`config.mk`:
```
export PLATFORM = sky130hd
export DESIGN_NAME = rqchk_hold_mon
export DESIGN_NICKNAME = d
export VERILOG_FILES = /design/src/rtl/rqchk_hold_mon.sv
export SDC_FILE = /design/constraint.sdc
export NUM_CORES = 1
export LEC_CHECK = 0
export ABC_AREA = 1
export BUFFER_PORTS_ARGS = -buffer_cell sky130_fd_sc_hd__buf_2
export CORE_ASPECT_RATIO = 1.75
export CORE_MARGIN = 3
export CORE_UTILIZATION = 30
export DETAILED_ROUTE_END_ITERATION = 8
export PLACE_DENSITY = 0.46
export SETUP_SLACK_MARGIN = 0.2
export SYNTH_ARGS = -nofsm -noshare
export SYNTH_HDL_FRONTEND = slang
export SYNTH_SLANG_ARGS = --single-unit
```
`constraint.sdc`:
```
create_clock -name clk -period 2.3 [get_ports clk]
set_clock_uncertainty 0.15 [all_clocks]
set_input_delay 0.115 -clock clk [delete_from_list [all_inputs] [get_ports clk]]
set_output_delay 0.115 -clock clk [all_outputs]
set_load 0.01 [all_outputs]
```
`src/rtl/rqchk_hold_mon.sv`:
```
module rqchk_hold_mon #(
    parameter int DATA_W = 128,
    parameter int USER_W = 8
) (
    input  logic              clk,
    input  logic              rst_n,
    input  logic              tvalid,
    input  logic              tready,
    input  logic [DATA_W-1:0] tdata,
    input  logic [DATA_W/32-1:0] tkeep,
    input  logic              tlast,
    input  logic [USER_W-1:0] tuser,
    output logic              hold_viol
);
    localparam int KEEP_W = DATA_W / 32;
    localparam int BEAT_W = DATA_W + KEEP_W + 1 + USER_W;

    logic              stalled_q;
    logic [BEAT_W-1:0] beat_q;
    logic [BEAT_W-1:0] beat_now;

    assign beat_now = {tdata, tkeep, tlast, tuser};

    always_ff @(posedge clk) begin
        if (!rst_n) begin
            stalled_q <= 1'b0;
            beat_q    <= '0;
        end else begin
            stalled_q <= tvalid && !tready;
            beat_q    <= beat_now;
        end
    end

    assign hold_viol = stalled_q && tvalid && (beat_now != beat_q);

    // a flipped last flag under stall is always a hold violation
    assert_hold_last_R3: assert property (@(posedge clk) disable iff (!rst_n)
        ($past(tvalid && !tready) && tvalid && (tlast != $past(tlast))) |-> hold_viol);

endmodule

```
Word-level counts from Yosys, hierarchy flattened
Cells that the tools add are included.

storage, ports and cells
  flip-flop bits (word level) = 142
  bits of input ports = 145

operators by class
  reduce and logical (&&, ||, !) cells = 4
  equal/unequal tests = 1

operators by type and width
  cell                 count
  $ne A141 B141 Y1     1
  $logic_and A1 B1 Y1  3
  $logic_not A1 Y1     1

Logic depth before layout (Yosys ltp)
  word-level depth = 2
  depth in mapped cells = 11

Least setup slack after synthesis
OpenSTA, ideal clock, no wires.

  path kind = flip-flop to output port
  start = register beat_q[85]
  end = output hold_viol
  arrival time = 1.001 ns
  cell stages (with the launch flop) = 12
  required time = 2.035 ns
  path slack = 1.034 ns
  cells stage by stage = dfxtp_1 > inv_1 > nand2_1 > nand2_1 > nor2_1 > nand2_1 > nor2_1 > nand2_1 > nor2_1 > nand3_1 > nor2_1 > nor2_1

on the way
  longest elaborated chain between the ends = 2

ends and longest elaborated chain
  what                    line  RTL
  start, declared         19    logic [BEAT_W-1:0] beat_q;
  start signal, assigned  30    beat_q <= beat_now;
  $ne A141 B141 Y1        34    assign hold_viol = stalled_q && tvalid && (beat_now != beat_q);
  $logic_and A1 B1 Y1     34
  end, declared           13    output logic hold_viol

No other way between the ends.

Worst setup path after layout
  start = register beat_q[111]
  end = output hold_viol

Same word-level chain as after synthesis.

==> impl_metrics.ini <==
[outcome]
outcome = completed

[run]
maxCapViolCount = 0

[floorplanning]
start_util_pct = 30.62
rows = 70
die_x_um = 116.5
chipHeight_um = 199.4
die-area_um2 = 23220
pin_count = 146
core_um2 = 20930

[synthesis]
avgSynthCellArea_um2 = 6.389
synthMuxAreaShare_pct = 0
synth_area_leader_cell = dfxtp_1
synthTopCellsByArea = dfxtp_1, nand2_1, inv_1
synth-xor-area-share_pct = 8.337
synthSimpleGateAreaFrac_pct = 30.20
yosysWarnings = 0
synth_compound_area_share_pct = 0
yosys.area_share.adder_pct = 0
ys_seq_elements = 142
yosys.area.top_type_share_pct = 44.36
synth_cell_types = 11
netlist_area_um2 = 6409
synthCells = 1003
synthesis.nets = 1148
yosysSeqAreaShare_pct = 44.36
synth_top_family_by_area = simple AND/OR/NAND/NOR gates

[final_layout]
layout.nets = 1469
area_growth_syn_to_layout_pct = 51.43
drive_gt1_share_pct = 14.67
final_cell_area_um2 = 9704

[routing]
top_layer_used = met5
wl_met3_um = 733
final_antenna_net_count = 0
via_per_inst = 3.933
drc = 0
met1_length_um = 5853
first_pass_iters = 4
wl_um = 15500
wl_met2_um = 8550
num_vias = 6253
wl_per_cell_um = 9.745
drt_iter0_markers = 169

[pwr]
ir_drop_mv = 0.6379
p_switching_mw = 1.445
clockPowerShare_pct = 40.8
p_leak_nw = 5.776
p_seq_share_pct = 44.8
swShare_pct = 24.38
combPwrFrac_pct = 14.4
p_per_area_nw_per_um2 = 610.5
p_int_mw = 4.480

[placement]
dp_hpwl_um = 10810
place_area_um2 = 7416
detailedPlace.worstSlack_ns = 0.2462
gp_congestion = 0.7104
portBuffers = 145

[timing]
period_minus_slack_ns = 2.108
rsz0062_at_grt = yes
setup_viol = 0
period_share_pct = 91.66
setup_slack_ns = 0.1919
slew_headroom_pct = 75.11
fmax_ghz = 0.4744
setup_tns_ns = 0
slew_viol_final = 0
final_hold_viol_count = 0
worst_slew_pin_slew_ns = 0.3733

[clock_network]
cts_root_buffer = clkbuf_16
cts_sinks = 142
cts_buffers = 17
clk_pin_slew_ns = 0.06
cts_tree = built
htree_levels = 4
clock_path_buffers = 2

[grt]
antenna_found_initial = 3
grt_pass1_vias = 5960
grt-ovfl-total = 0
grt_usage_pct = 14.04
grt_max_degree = 71
grt_first_pass_wirelength_um = 25430

[worst_setup_path]
crit_fanout = 2
crit_type = reg -> out
cp-end-kind = output port
worstPathArrival_ns = 1.84
crit_required_ns = 2.04
cp-start-kind = flop

[worst_hold_path]
hold_class = in -> reg
-- cell usage in the layout (no fill, tap or decap) --
cell / count
dfxtp_1: 136
nor3_1: 4
nor2_4: 5
buf_4: 4
buf_12: 1
xnor2_1: 29
clkinv_2: 9
buf_2: 143
nand2_1: 363
nand2_2: 3
clkbuf_1: 3
nand3_1: 7
dlygate4sd3_1: 170
clkbuf_8: 2
nand4_1: 1
clkbuf_16: 17
nand3_2: 1
nor2_1: 122
xor2_1: 32
diode_2: 2
nor2_2: 5
dfxtp_2: 6
inv_1: 273
-- stage by stage --
stage               power, mW  cells  hold slack [ns]  util [%]
global route            6.272   1588           0.2378     46.34
floorplan               3.083   1003          0.03651         -
detailed placement      3.343   1387           0.1264     35.43
global placement        3.326   1387           0.1250     35.43
CTS                     6.066   1588           0.2055     46.28
finish                  5.925   1590           0.1999     46.36
-- metal layers --
metal  vias to the layer above  track usage [%]
li1                       3402                -
met1                      2720            13.31
met2                        98            27.05
met3                        27            4.394
met4                         6            5.763
met5                         -                0
-- sequential cells by signal, indices dropped and copies added, names as in the netlist --
| register | count |
|---|---|
| stalled_q | 1 |
| beat_q | 141 |
-- final timing paths --
kind,cells past startpoint,start,end
hold / removal,4,rst_n,beat_q[28]$_SDFF_PN0_
setup / recovery,12,beat_q[111]$_SDFF_PN0_,hold_viol
-- worst max-delay path, cell delays in order (launching register included) --
cell	delay [ns]
dfxtp_2	0.32
inv_1	0.03
nand2_1	0.04
nand2_1	0.05
nor2_1	0.12
nand3_1	0.09
nor2_2	0.13
nand2_2	0.08
nor2_4	0.15
nand3_2	0.10
nor2_4	0.11
nor2_1	0.05
buf_4	0.15
-- power by group through the flow --
stage | combinational, mW | sequential (mW) | clock, mW
after detailed placement | 0.637 | 2.71 | 0
final | 0.852 | 2.65 | 2.42
after CTS | 0.866 | 2.65 | 2.55
after floorplan | 0.387 | 2.70 | 0
after global routing | 0.985 | 2.67 | 2.62
after global placement | 0.625 | 2.70 | 0
-- kinds of logic (layout without fill, tap and decap cells) --
group                  count (synthesis)  count (layout)
other                                  0               2
XOR/XNOR                              61              61
buffers and inverters                289             622
flip-flops                           142             142
AND/OR/NAND/NOR                      511             511
-- Yosys cell counts --
| master | instances |
|---|---|
| buf_2 | 9 |
| xnor2_1 | 29 |
| nand2_1 | 366 |
| nand4_1 | 1 |
| xor2_1 | 32 |
| nor3_1 | 4 |
| dfxtp_1 | 142 |
| clkbuf_1 | 7 |
| nand3_1 | 8 |
| nor2_1 | 132 |
| inv_1 | 273 |
-- timing repair --
item	in CTS	in global routing
endpoints found under the setup margin	1	1
hold buffers	170	0
pin swaps	10	10
hold endpoints to repair	142	0
buffers inserted	0	0
resized for setup	19	7
-- cell type report --
cell class	instances	area (um2)
Inverter	273	1025
Antenna cell	2	5.005
Sequential cell	142	2850
Fill cell	2193	11230
Tap cell	252	315.3
Clock buffer	22	464.2
Multi-Input combinational cell	572	2532
Clock inverter	9	45.04
Timing Repair Buffer	318	2467
Power figures use the tool's default switching activity.
